**config.mk**
```make
export PLATFORM = sky130hd
export DESIGN_NAME = audio_tap_fanout
export DESIGN_NICKNAME = d
export VERILOG_FILES = /design/src/rtl/audio_tap_pkg.sv /design/src/rtl/audio_delay_line.sv /design/src/rtl/audio_fill_counter.sv /design/src/rtl/audio_tap_retimer.sv /design/src/rtl/audio_tap_fanout.sv
export SDC_FILE = /design/constraint.sdc
export NUM_CORES = 1
export LEC_CHECK = 0
export BUFFER_PORTS_ARGS = -buffer_cell sky130_fd_sc_hd__buf_2
export CAP_MARGIN = 20
export CORE_MARGIN = 3
export CORE_UTILIZATION = 45
export DETAILED_ROUTE_END_ITERATION = 8
export PLACE_DENSITY = 0.76
export SLEW_MARGIN = 20
export SYNTH_ARGS = -nofsm -noshare
export SYNTH_HDL_FRONTEND = slang
export SYNTH_SLANG_ARGS = --single-unit
```
**constraint.sdc**
```tcl
create_clock -name clk_i -period 1.55 [get_ports clk_i]
set_input_delay 0.155 -clock clk_i [delete_from_list [all_inputs] [get_ports clk_i]]
set_output_delay 0.155 -clock clk_i [all_outputs]
set_load 0.05 [all_outputs]
```
**src/rtl/audio_tap_pkg.sv**
```systemverilog
package audio_tap_pkg;
  localparam int unsigned SLOT_W = 5;

  typedef struct packed {
    logic ws;
    logic sd;
  } lane_t;

  function automatic int unsigned tap_spacing(int unsigned frame_len, int unsigned taps);
    return frame_len / taps;
  endfunction
endpackage

```
**src/rtl/audio_delay_line.sv**
```systemverilog
module audio_delay_line #(
  parameter int unsigned DEPTH = 57
) (
  input  logic                       clk_i,
  input  logic                       rst_ni,
  input  audio_tap_pkg::lane_t       in_i,
  output logic [DEPTH-1:0]           ws_q_o,
  output logic [DEPTH-1:0]           sd_q_o
);
  always_ff @(posedge clk_i or negedge rst_ni) begin
    if (!rst_ni) begin
      ws_q_o <= '0;
      sd_q_o <= '0;
    end else begin
      ws_q_o[0] <= in_i.ws;
      sd_q_o[0] <= in_i.sd;
      for (int j = 1; j < int'(DEPTH); j++) begin
        ws_q_o[j] <= ws_q_o[j-1];
        sd_q_o[j] <= sd_q_o[j-1];
      end
    end
  end
endmodule

```
**src/rtl/audio_fill_counter.sv**
```systemverilog
module audio_fill_counter #(
  parameter int unsigned LIMIT = 57,
  parameter int unsigned CNT_W = $clog2(LIMIT + 1)
) (
  input  logic             clk_i,
  input  logic             rst_ni,
  output logic [CNT_W-1:0] cnt_o
);
  localparam logic [CNT_W-1:0] CntMax = CNT_W'(LIMIT);

  // saturating count of rising edges since reset release
  always_ff @(posedge clk_i or negedge rst_ni) begin
    if (!rst_ni)              cnt_o <= '0;
    else if (cnt_o != CntMax) cnt_o <= cnt_o + 1'b1;
  end
endmodule

```
**src/rtl/audio_tap_retimer.sv**
```systemverilog
module audio_tap_retimer #(
  parameter int unsigned DELAY = 0,
  parameter int unsigned CNT_W = 6
) (
  input  logic                 clk_i,
  input  logic                 rst_ni,
  input  audio_tap_pkg::lane_t tap_i,
  input  logic [CNT_W-1:0]     cnt_i,
  output logic                 ws_o,
  output logic                 sd_o,
  output logic                 valid_o
);
  logic filled;
  assign filled = (cnt_i > CNT_W'(DELAY));

  // falling-edge launch: half a period of margin at the receiver
  always_ff @(negedge clk_i or negedge rst_ni) begin
    if (!rst_ni) begin
      ws_o    <= 1'b0;
      sd_o    <= 1'b0;
      valid_o <= 1'b0;
    end else begin
      ws_o    <= filled & tap_i.ws;
      sd_o    <= filled & tap_i.sd;
      valid_o <= filled;
    end
  end
endmodule

```
**src/rtl/audio_tap_fanout.sv**
```systemverilog
module audio_tap_fanout #(
  parameter int unsigned FRAME_LEN = 64,
  parameter int unsigned NUM_TAPS  = 8,
  parameter int unsigned N_OUT     = 8,
  parameter logic [N_OUT-1:0][audio_tap_pkg::SLOT_W-1:0] SLOT_MAP =
    {5'd5, 5'd3, 5'd7, 5'd1, 5'd6, 5'd2, 5'd4, 5'd0}
) (
  input  logic             clk_i,
  input  logic             rst_ni,
  input  logic             ws_i,
  input  logic             sd_i,
  output logic [N_OUT-1:0] ws_o,
  output logic [N_OUT-1:0] sd_o,
  output logic [N_OUT-1:0] valid_o
);
  import audio_tap_pkg::*;

  localparam int unsigned SPACING   = tap_spacing(FRAME_LEN, NUM_TAPS);
  localparam int unsigned MAX_DELAY = (NUM_TAPS - 1) * SPACING;
  localparam int unsigned DEPTH     = MAX_DELAY + 1;
  localparam int unsigned CNT_W     = $clog2(DEPTH + 1);

  lane_t            in_lane;
  logic [DEPTH-1:0] ws_line;
  logic [DEPTH-1:0] sd_line;
  logic [CNT_W-1:0] fill_cnt;

  assign in_lane = '{ws: ws_i, sd: sd_i};

  audio_delay_line #(.DEPTH(DEPTH)) i_line (
    .clk_i  (clk_i),
    .rst_ni (rst_ni),
    .in_i   (in_lane),
    .ws_q_o (ws_line),
    .sd_q_o (sd_line)
  );

  audio_fill_counter #(.LIMIT(DEPTH), .CNT_W(CNT_W)) i_fill (
    .clk_i  (clk_i),
    .rst_ni (rst_ni),
    .cnt_o  (fill_cnt)
  );

  for (genvar k = 0; k < int'(N_OUT); k++) begin : g_port
    if (k < int'(NUM_TAPS)) begin : g_tap
      localparam int unsigned DELAY = int'(SLOT_MAP[k]) * SPACING;
      lane_t tap;
      assign tap = '{ws: ws_line[DELAY], sd: sd_line[DELAY]};

      audio_tap_retimer #(.DELAY(DELAY), .CNT_W(CNT_W)) i_retime (
        .clk_i   (clk_i),
        .rst_ni  (rst_ni),
        .tap_i   (tap),
        .cnt_i   (fill_cnt),
        .ws_o    (ws_o[k]),
        .sd_o    (sd_o[k]),
        .valid_o (valid_o[k])
      );
    end else begin : g_unused
      assign ws_o[k]    = 1'b0;
      assign sd_o[k]    = 1'b0;
      assign valid_o[k] = 1'b0;
    end
  end
endmodule

```
### Word-level counts from Yosys, hierarchy flattened

Index checks and enable logic that the tools add are counted.

| storage, ports and cells | value |
|---|---|
| bits in writable memories | 0 |
| register bits | 144 |
| word-level logic and storage cells | 53 |
| bits in latches | 0 |
| memory bits (read-only) | 0 |
| bits of input ports | 4 |
| output and inout bits | 24 |
| memories | 0 |

| cells by class | value |
|---|---|
| add/sub/neg operators | 1 |
| $mul | 0 |
| equal/unequal tests | 1 |
| muxes and demuxes | 0 |
| bitwise logic cells | 16 |
| divide/modulo/power cells | 0 |
| $lt $le $gt $ge | 8 |
| shift operators | 0 |
| reductions and logical operators | 0 |

Operators with widths:

| operator | count |
|---|---|
| greater-than comparator 6 bit (second input constant) | 4 |
| bitwise AND 1 bit | 16 |
| greater-than comparator 6 x 5 -> 1 bit (second input constant) | 2 |
| adder 6 x 1 -> 6 bit (second input constant) | 1 |
| greater-than comparator 6 x 1 -> 1 bit (second input constant) | 1 |
| greater-than comparator 6 x 4 -> 1 bit (second input constant) | 1 |
| != test 6 bit (second input constant) | 1 |

### Depth between registers and ports, before layout

Gate-level depths: netlist (run 1).

| depth | value |
|---|---|
| word-level depth | 2 |
| gate-level depth with buffers | 5 |
| depth with buffers taken out | 5 |

### Hierarchy

From an unflattened synthesis (run 1), not the netlist that was laid out.

| second synthesis, totals | value |
|---|---|
| cells, all modules | 204 |
| area total of the unflattened synthesis | 4038.9 um^2 |

Modules (own cells, without submodules):

| module | sequential area each (um^2) | area an instance (um^2) | cells an instance | times used |
|---|---|---|---|---|
| audio_delay_line | 2852.7 | 2852.7 | 114 | 1 |
| audio_tap_retimer (g_port[2].g_tap.i_retime ...) | 75.1 | 113.9 | 8 | 3 |
| audio_tap_retimer (g_port[0].g_tap.i_retime ...) | 75.1 | 110.1 | 8 | 3 |
| audio_fill_counter | 150.1 | 281.5 | 22 | 1 |
| audio_tap_retimer (g_port[1].g_tap.i_retime ...) | 75.1 | 116.4 | 10 | 2 |

==> reports/qor.yml, run 1 <==
power_and_ir_drop:
  seqPwrFrac_pct: 48.8
  p_sw_w: 0.00175
  switching_share_pct: 21.5
  power.share.clock_pct: 48.7
  max-vdd-ir-drop_uv: 880
  p_leak_nw: 2.43
  internal_power_w: 0.00638
  power.density_mw_per_mm2: 1540
  comb_power_share_pct: 2.5
layout:
  final_cell_mix: "120 x dfrtp_1, 29 x buf_6, 24 x dfrtn_1"
  register_area_sq_mm: 0.00360
  antenna_cells: 0
  fillers: 620
  drive_gt1_share_pct: 37.4
  nets: 272
  multiInputGateArea_sq_um: 397
  stdcell_count: 386
  final_common_cell: "dfrtp_1"
  area_delta_synth_final_pct: 27.5
drt:
  antenna_left: 0
  drt_iter0_drc: 81
  wire_per_inst_um: 16.1
  viasPerCell: 4.47
  drc: 0
  dr.pass1.iters: 4
  vias: 1724
  drt_wl_total_mm: 6.21
place:
  dp_hpwl_mm: 3.36
  gp_congestion: 0.738
  pre_cts_ws_ns: -0.870
  port_buffers: 27
  place_inst: 346
setup_path:
  critPathRequiredTime_ns: 1.07
  cp_slowest_cell: "dfrtp_1"
  path_class: "flop to flop"
  crit_path_cell_trace: "inv_1 > ha_1 > or3b_4 > or3_4 > and2_4"
  crit_path_max_incr_delay_ns: 0.39
  arrival_ns: 1.97
  path_max_fanout: 3
  end_kind: "flop"
  start_kind: "flop"
synth:
  ys_seq_area_share_pct: 87.2
  ys_types: 25
  ys_warn_count: 0
  netlist_area_sq_mm: 0.00413
  postSynthAreaPerCell_sq_um: 18.9
  yosys_register_bits: 144
  synthesis.nets: 225
  synthCells: 218
worst_hold_path:
  min_path_type: "primary input to asynchronous set/reset pin"
run:
  cap_violations: 0
floorplan:
  start_util_pct: 46.9
  dieWidth_um: 102
  pin_count: 28
  dieHeight_um: 102
  dieArea_sq_mm: 0.0104
  core_sq_mm: 0.00881
  rows: 34
cts:
  cts_tree: "yes"
  clock_path_buffers: 2
  clk_latency_ns: 0.51
  root_buffer: "clkbuf_8"
  cts.sinks: 144
  numCtsBuffers: 17
  htreeDepth: 4
  clk_pin_slew_ns: 0.06
sta:
  fin_skew_ns: 0.0718
  fin_ws_ns: -0.904
  setup_viol: 49
  drv_slew: 0
  max_slew.worst_pin.slew_ns: 0.447
  finalSetupTns_ns: -27.97
  slew_headroom_pct: 70.2
  rsz0062_at_grt: "true"
  hold_ws_ns: 0.148
  hold_viol: 0
grt:
  antenna_found_initial: 0
  grtUsageTotal_pct: 14.3
  grt_max_degree: 52
  first_global_vias: 2011
  grt_first_pass_wirelength_mm: 10.5
  overflow: 0
status:
  status: "finished with violations"
  violations: "negative setup slack"
==> layer usage <==
metal	global-route usage [%]	vias up	routed length, um
li1	-	758	-
met1	17.8	925	2700
met2	22.7	35	3170
met3	5.85	6	288
met4	5.52	0	50
met5	0	-	0
==> state kept, by name (all words and copies together) (netlist names) <==
register,count
g_port.g_tap.i_retime.sd_o,8
i_fill.cnt_o,6
i_line.sd_q_o,57
g_port.g_tap.i_retime.ws_o,8
i_line.ws_q_o,57
g_port.g_tap.i_retime.valid_o,8
==> synthesized netlist by cell type <==
cell type | number | area, sq um
dfrtp_1 | 120 | 3000
buf_4 | 25 | 188
dfrtn_1 | 24 | 601
and2_1 | 11 | 68.8
nor2b_1 | 5 | 31.3
inv_1 | 4 | 15.0
xnor2_1 | 4 | 35.0
and3_1 | 3 | 18.8
ha_1 | 3 | 37.5
nand3_1 | 3 | 15.0
nor2_1 | 2 | 7.51
a211o_1 | 1 | 8.76
a21o_1 | 1 | 7.51
a21oi_1 | 1 | 5.00
a31oi_1 | 1 | 6.26
buf_6 | 1 | 11.3
clkbuf_1 | 1 | 3.75
mux2_2 | 1 | 11.3
nand2_1 | 1 | 3.75
nor3b_1 | 1 | 7.51
o21a_1 | 1 | 7.51
or3_1 | 1 | 6.26
or3_4 | 1 | 11.3
or3b_4 | 1 | 11.3
xor2_1 | 1 | 8.76
==> metrics by stage <==
stage	power, W	util, %	cell area [sq um]
global route	0.00844	59.8	5270
global placement	0.00420	49.4	4350
finish	0.00814	59.8	5270
floorplan	0.00410	-	4130
CTS	0.00823	59.5	5240
detailed placement	0.00421	49.4	4350
==> kinds of logic after synthesis <==
group / share of synthesized area (%)
flip-flops: 87.2
buffers and inverters: 5.27
AND/OR/NAND/NOR: 4.39
AO/OA/AOI/OAI: 0.848
XOR/XNOR: 1.06
adder cells (fa/ha/maj): 0.909
multiplexers: 0.273
==> worst paths after layout <==
kind	from	endpoint	slack, ns	cells after the start
worst max-delay path	i_fill.cnt_o[0]	g_port[0].g_tap.i_retime.ws_o	-0.90	5
worst min-delay path	rst_ni	i_line.ws_q_o[10]	0.15	2
worst max register to register	i_fill.cnt_o[0]	g_port[0].g_tap.i_retime.ws_o	-0.90	5
worst min register to register	i_line.sd_q_o[14]	i_line.sd_q_o[15]	0.34	0
max in group asynchronous	rst_ni	g_port[0].g_tap.i_retime.valid_o	0.31	2
min in group clk_i	ws_i	i_line.ws_q_o[0]	0.29	2
==> worst max-delay path: cells and delay by family, from the launching register on <==
kind	cells	cell delay, ns
fa+ha+maj	1	0.13
buf+inv	1	0.07
flops	1	0.39
simple gates	3	0.89
==> power by group through the flow <==
stage                     Sequential, W  Combinational [W]  Clock [W]
after floorplan                 0.00401          0.0000949          0
after global placement          0.00402           0.000175          0
after detailed placement        0.00403           0.000182          0
after CTS                       0.00397           0.000212    0.00405
after global routing            0.00398           0.000228    0.00422
final                           0.00397           0.000206    0.00396
==> what timing repair did <==
action                     in CTS  in global routing
hold buffers                    3                  0
pin swaps                      15                  5
hold endpoints to repair       62                  0
resized for setup              68                  6
setup buffers                   6                  2
setup endpoints to repair      49                 51
cloned                          0                  0
==> final cells by class <==
class | instances | area share (%)
clock buffer | 19 | 8.38
inverter | 4 | 0.285
sequential | 144 | 68.4
clock inverter | 13 | 2.87
tap | 108 | 2.57
timing repair buffer | 55 | 9.95
multi-input combinational | 43 | 7.53
Note: power is estimated with default switching activity, not from simulation.
==> run 2: changes to the inputs <==
- CELL_PAD_IN_SITES_DETAIL_PLACEMENT: unset -> 1
- CELL_PAD_IN_SITES_GLOBAL_PLACEMENT: unset -> 2
- CORE_UTILIZATION: 45 -> 40
- PLACE_DENSITY: 0.76 -> 0.84
==> reports/qor.yml, run 2 (synthesis results as in run 1) <==
status:
  status: "finished with violations"
  violations: "negative setup slack"
setup_path:
  cp_slowest_cell: "dfrtp_1"
  critPathRequiredTime_ns: 1.06
  rr_endpoint: "g_port[0].g_tap.i_retime.ws_o"
  end_kind: "flop"
  ff2ff_path_depth: 5
  path_class: "flop to flop"
  path_max_fanout: 3
  crit_path_cell_trace: "inv_2 > ha_4 > or3b_4 > or3_4 > and2_4"
  start_kind: "flop"
  crit_path_max_incr_delay_ns: 0.39
  rrSetupSlack_ns: -0.96
  arrival_ns: 2.03
  reg2reg_from: "i_fill.cnt_o[0]"
cts:
  numCtsBuffers: 17
  root_buffer: "clkbuf_8"
  clk_latency_ns: 0.50
  htreeDepth: 4
  clock_path_buffers: 2
  cts_tree: "yes"
  cts.sinks: 144
  clk_pin_slew_ns: 0.06
sta:
  finalSetupTns_ns: -29.75
  slew_headroom_pct: 71.3
  setup_viol: 49
  drv_slew: 0
  hold_viol: 0
  hold_ws_ns: 0.154
  max_slew.worst_pin.slew_ns: 0.431
  fin_ws_ns: -0.964
  rsz0062_at_grt: "true"
  fin_skew_ns: 0.0736
drt:
  drc: 0
  vias: 1702
  drt_iter0_drc: 46
  drt_wl_total_mm: 6.55
  antenna_left: 0
  viasPerCell: 4.15
  wire_per_inst_um: 16.0
  dr.pass1.iters: 4
floorplan:
  dieWidth_um: 108
  start_util_pct: 41.7
  rows: 36
  core_sq_mm: 0.00991
  dieArea_sq_mm: 0.0116
  pin_count: 28
  dieHeight_um: 108
place:
  pre_cts_ws_ns: -0.910
  port_buffers: 27
  gp_congestion: 0.724
  dp_hpwl_mm: 3.71
layout:
  reg_top3: "i_line.sd_q_o: 57 flops, i_line.ws_q_o: 57 flops"
  drive_gt1_share_pct: 36.8
  area_delta_synth_final_pct: 28.8
  nets: 272
  final_cell_mix: "120 x dfrtp_1, 28 x buf_6, 24 x dfrtn_1"
  final_common_cell: "dfrtp_1"
  fillers: 891
  antenna_cells: 0
worst_hold_path:
  min_path_type: "primary input to asynchronous set/reset pin"
grt:
  overflow: 0
  grtUsageTotal_pct: 13.2
  antenna_found_initial: 0
  grt_first_pass_wirelength_mm: 10.9
  first_global_vias: 1983
  grt_max_degree: 48
power_and_ir_drop:
  total_power_w: 0.00831
  p_leak_nw: 2.44
  power.density_mw_per_mm2: 1560
  max-vdd-ir-drop_uv: 1020
run:
  cap_violations: 0
[run 2: per-stage QoR]
| stage | cell area [sq um] | utilization [%] | std cells |
|---|---|---|---|
| after floorplan | 4130 | - | 218 |
| after global placement | 4390 | 44.3 | 371 |
| after detailed placement | 4390 | 44.3 | 371 |
| after CTS | 5280 | 53.3 | 408 |
| after global routing | 5320 | 53.7 | 410 |
| final | 5320 | 53.7 | 410 |
[run 2: area by class of cell]
type,instances,area [sq um],share of cell area (%)
flip-flops and latches,144,3600,67.7
repair buffers,55,520,9.78
clock buffers,18,428,8.04
multi-input cells,43,402,7.55
clock inverters,13,186,3.50
well taps,133,166,3.13
inverters,4,15.0,0.282
[run 2: metal layers]
layer	GRT usage, %	wire length [um]	vias up
li1	-	-	749
met3	6.00	306	4
met5	0	0	-
met4	4.33	51	0
met2	21.0	3310	38
met1	16.2	2880	911
[run 2: how the worst max path moves through the flow]
| stage | startpoint | to | slack (ns) | depth (start not counted) |
|---|---|---|---|---|
| floorplan | i_fill.cnt_o[0] | g_port[0].g_tap.i_retime.sd_o | -0.84 | 5 |
| global placement | i_fill.cnt_o[1] | g_port[0].g_tap.i_retime.sd_o | -0.82 | 5 |
| detailed placement | i_fill.cnt_o[0] | g_port[0].g_tap.i_retime.ws_o | -0.91 | 5 |
| CTS | i_fill.cnt_o[0] | g_port[0].g_tap.i_retime.ws_o | -0.96 | 5 |
| global route | i_fill.cnt_o[1] | g_port[0].g_tap.i_retime.ws_o | -1.01 | 5 |
| finish | i_fill.cnt_o[0] | g_port[0].g_tap.i_retime.ws_o | -0.96 | 5 |
[run 2: what timing repair did]
action                     in CTS  in global routing
setup endpoints to repair      49                 50
pin swaps                      10                  3
gates resized for setup        66                  7
buffers inserted                4                  2
hold endpoints to repair       73                  0
hold buffers                    3                  0
[run 2: report_power, final]
| part | internal [W] | switching [W] |
|---|---|---|
| Sequential | 0.00391 | 0.0000562 |
| Combinational | 0.0000614 | 0.000142 |
| Clock | 0.00265 | 0.00148 |
| Total | 0.00663 | 0.00168 |
[run 2: worst max-delay path: cells and delay by family (launching register included)]
kind,cells,cell delay (ns)
buffers and inverters,1,0.08
AND/OR/NAND/NOR,3,0.92
flip-flops,1,0.39
adder cells (fa/ha/maj),1,0.13
==> run 3: changes to the inputs <==
- ABC_AREA: unset -> 1
- CORE_UTILIZATION: 40 -> 39
==> reports/qor.yml, run 3 <==
power_and_ir_drop:
  switching_share_pct: 19.8
  max-vdd-ir-drop_uv: 1170
  seqPwrFrac_pct: 47.6
  internal_power_w: 0.00669
  power.share.clock_pct: 49.9
  comb_power_share_pct: 2.5
  power.density_mw_per_mm2: 1530
  p_leak_nw: 2.56
  p_sw_w: 0.00165
cts:
  root_buffer: "clkbuf_8"
  htreeDepth: 4
  clk_pin_slew_ns: 0.06
  cts.sinks: 144
  clk_latency_ns: 0.52
  cts_tree: "yes"
  numCtsBuffers: 17
  clock_path_buffers: 2
setup_path:
  path_class: "flop to primary output"
  path_buf_inv: 1
  crit_family: "flip-flops"
  crit_cells: 1
  start_kind: "flop"
  end_kind: "primary output"
  crit_path_cell_trace: "buf_6"
  ff2ff_path_depth: 5
  arrival_ns: 1.87
  crit_path_max_incr_delay_ns: 0.46
  path_max_fanout: 1
  cp_slowest_cell: "dfrtn_1"
  critPathRequiredTime_ns: 1.39
drt:
  antenna_left: 0
  drc: 0
  drt_wl_total_mm: 7.40
  dr.pass1.iters: 4
  drt_iter0_drc: 71
  viasPerCell: 4.29
  wire_per_inst_um: 16.6
  vias: 1913
grt:
  grt_first_pass_wirelength_mm: 12.3
  grtUsageTotal_pct: 14.8
  grt_max_degree: 53
  first_global_vias: 2322
  overflow: 0
  antenna_found_initial: 0
layout:
  nets: 305
  drive_gt1_share_pct: 40.0
  area_delta_synth_final_pct: 30.6
  final_util_pct: 52.7
  final_cell_mix: "117 x dfrtp_1, 27 x buf_6, 24 x dfrtn_1"
  final_common_cell: "dfrtp_1"
  reg_top3: "i_line.sd_q_o: 57 flops, i_line.ws_q_o: 57 flops"
  antenna_cells: 0
  stdcell_count: 446
synth:
  netlist.area_leader.share_pct: 71.8
  netlist_area_sq_mm: 0.00418
  ys_warn_count: 0
  synth-edff-count: 0
  ys_seq_area_share_pct: 86.2
  synth.area.top_cells: "dfrtp_1 72%, dfrtn_1 14%, buf_4 4.3%"
  synthCells: 248
  ys.flop_type: "dfrtp_1"
  async_flop_share_pct: 100
  synthesis.nets: 255
  postSynthAreaPerCell_sq_um: 16.9
  synth_top_area_cell: "dfrtp_1"
  synth_commonest_cells: "120 x dfrtp_1, 24 x buf_4, 24 x dfrtn_1"
  yosysMostFrequentCell: "dfrtp_1"
  yosys_register_bits: 144
  ys_types: 18
floorplan:
  dieArea_sq_mm: 0.0120
  start_util_pct: 40.3
  dieWidth_um: 110
  rows: 37
  dieHeight_um: 110
  pin_count: 28
  core_sq_mm: 0.0104
place:
  place_inst: 407
  gp_congestion: 0.758
  pre_cts_ws_ns: -0.428
  port_buffers: 27
  dp_hpwl_mm: 4.11
sta:
  fin_skew_ns: 0.0744
  hold_viol: 0
  slew_headroom_pct: 68.0
  rsz0062_at_grt: "true"
  max_slew.worst_pin.slew_ns: 0.479
  setup_viol: 48
  fin_ws_ns: -0.473
  drv_slew: 0
  finalSetupTns_ns: -18.19
worst_hold_path:
  min_path_type: "primary input to asynchronous set/reset pin"
status:
  violations: "negative setup slack"
  status: "finished with violations"
run:
  cap_violations: 0
run 3: cell types whose count changed in the layout (fill, tap and decap cells not counted), moves of 4 or more:
cell and delta:
nand2_1 +8, and2_1 -5, and2_4 -5, inv_2 +6
nand2_2 +7, nor2_2 +6, nor2b_1 -4, nand2_4 +4
inv_1 +11, xnor2_1 -4, nor2_4 +5
run 3: through the flow:
stage / hold WS, ns / instance area (sq um) / total power [W]
CTS: 0.132 / 5410 / 0.00849
detailed placement: 0.137 / 4490 / 0.00421
global placement: 0.126 / 4490 / 0.00420
floorplan: -0.141 / 4200 / 0.00410
finish: 0.153 / 5460 / 0.00835
global route: 0.165 / 5460 / 0.00871
run 3: final cells by class:
type	instances	area, sq um
Inverter	21	78.8
Timing Repair Buffer	55	517
Sequential cell	144	3610
Clock buffer	20	455
Multi-Input combinational cell	59	472
Fill cell	966	4910
Tap cell	136	170
Clock inverter	11	161
run 3: logic make-up (layout without fill, tap and decap cells):
logic type / count (synthesis) / in the layout / share of synthesized area [%]
adder cells (fa/ha/maj): 3 / 3 / 0.898
buffers and inverters: 45 / 107 / 6.19
XOR/XNOR: 3 / 3 / 0.628
AND/OR/NAND/NOR: 45 / 45 / 4.79
AO/OA/AOI/OAI: 8 / 8 / 1.32
flip-flops: 144 / 144 / 86.2
run 3: path summary, 6_finish.rpt:
kind	start	to	slack, ns
max	g_port[4].g_tap.i_retime.valid_o	valid_o[4]	-0.47
min	rst_ni	i_line.sd_q_o[55]	0.15
min reg2reg	i_line.sd_q_o[38]	i_line.sd_q_o[39]	0.35
max reg2reg	i_fill.cnt_o[0]	g_port[1].g_tap.i_retime.ws_o	-0.40
min in group clk_i	ws_i	i_line.ws_q_o[0]	0.27
max in group asynchronous	rst_ni	g_port[6].g_tap.i_retime.sd_o	0.29
run 3: repair_timing:
action | 4_1_cts | 5_1_grt
hold buffers | 3 | 0
pin swaps | 6 | 6
gates resized for setup | 77 | 15
cloned | 0 | 0
buffers inserted | 4 | 1
setup endpoints to repair | 48 | 48
hold endpoints to repair | 37 | 0
run 3: power groups by stage:
| stage | clock, W | sequential [W] | combinational [W] |
|---|---|---|---|
| finish | 0.00417 | 0.00397 | 0.000206 |
| global route | 0.00449 | 0.00399 | 0.000230 |
| CTS | 0.00430 | 0.00398 | 0.000213 |
| detailed placement | 0 | 0.00403 | 0.000183 |
| global placement | 0 | 0.00403 | 0.000175 |
| floorplan | 0 | 0.00401 | 0.0000964 |
run 3: metal layers:
metal / up-vias / global-route usage, % / routed length, um
li1: 838 / - / -
met1: 1010 / 17.2 / 3090
met2: 45 / 23.4 / 3770
met3: 20 / 6.28 / 329
met4: 0 / 7.84 / 212
met5: - / 0 / 0
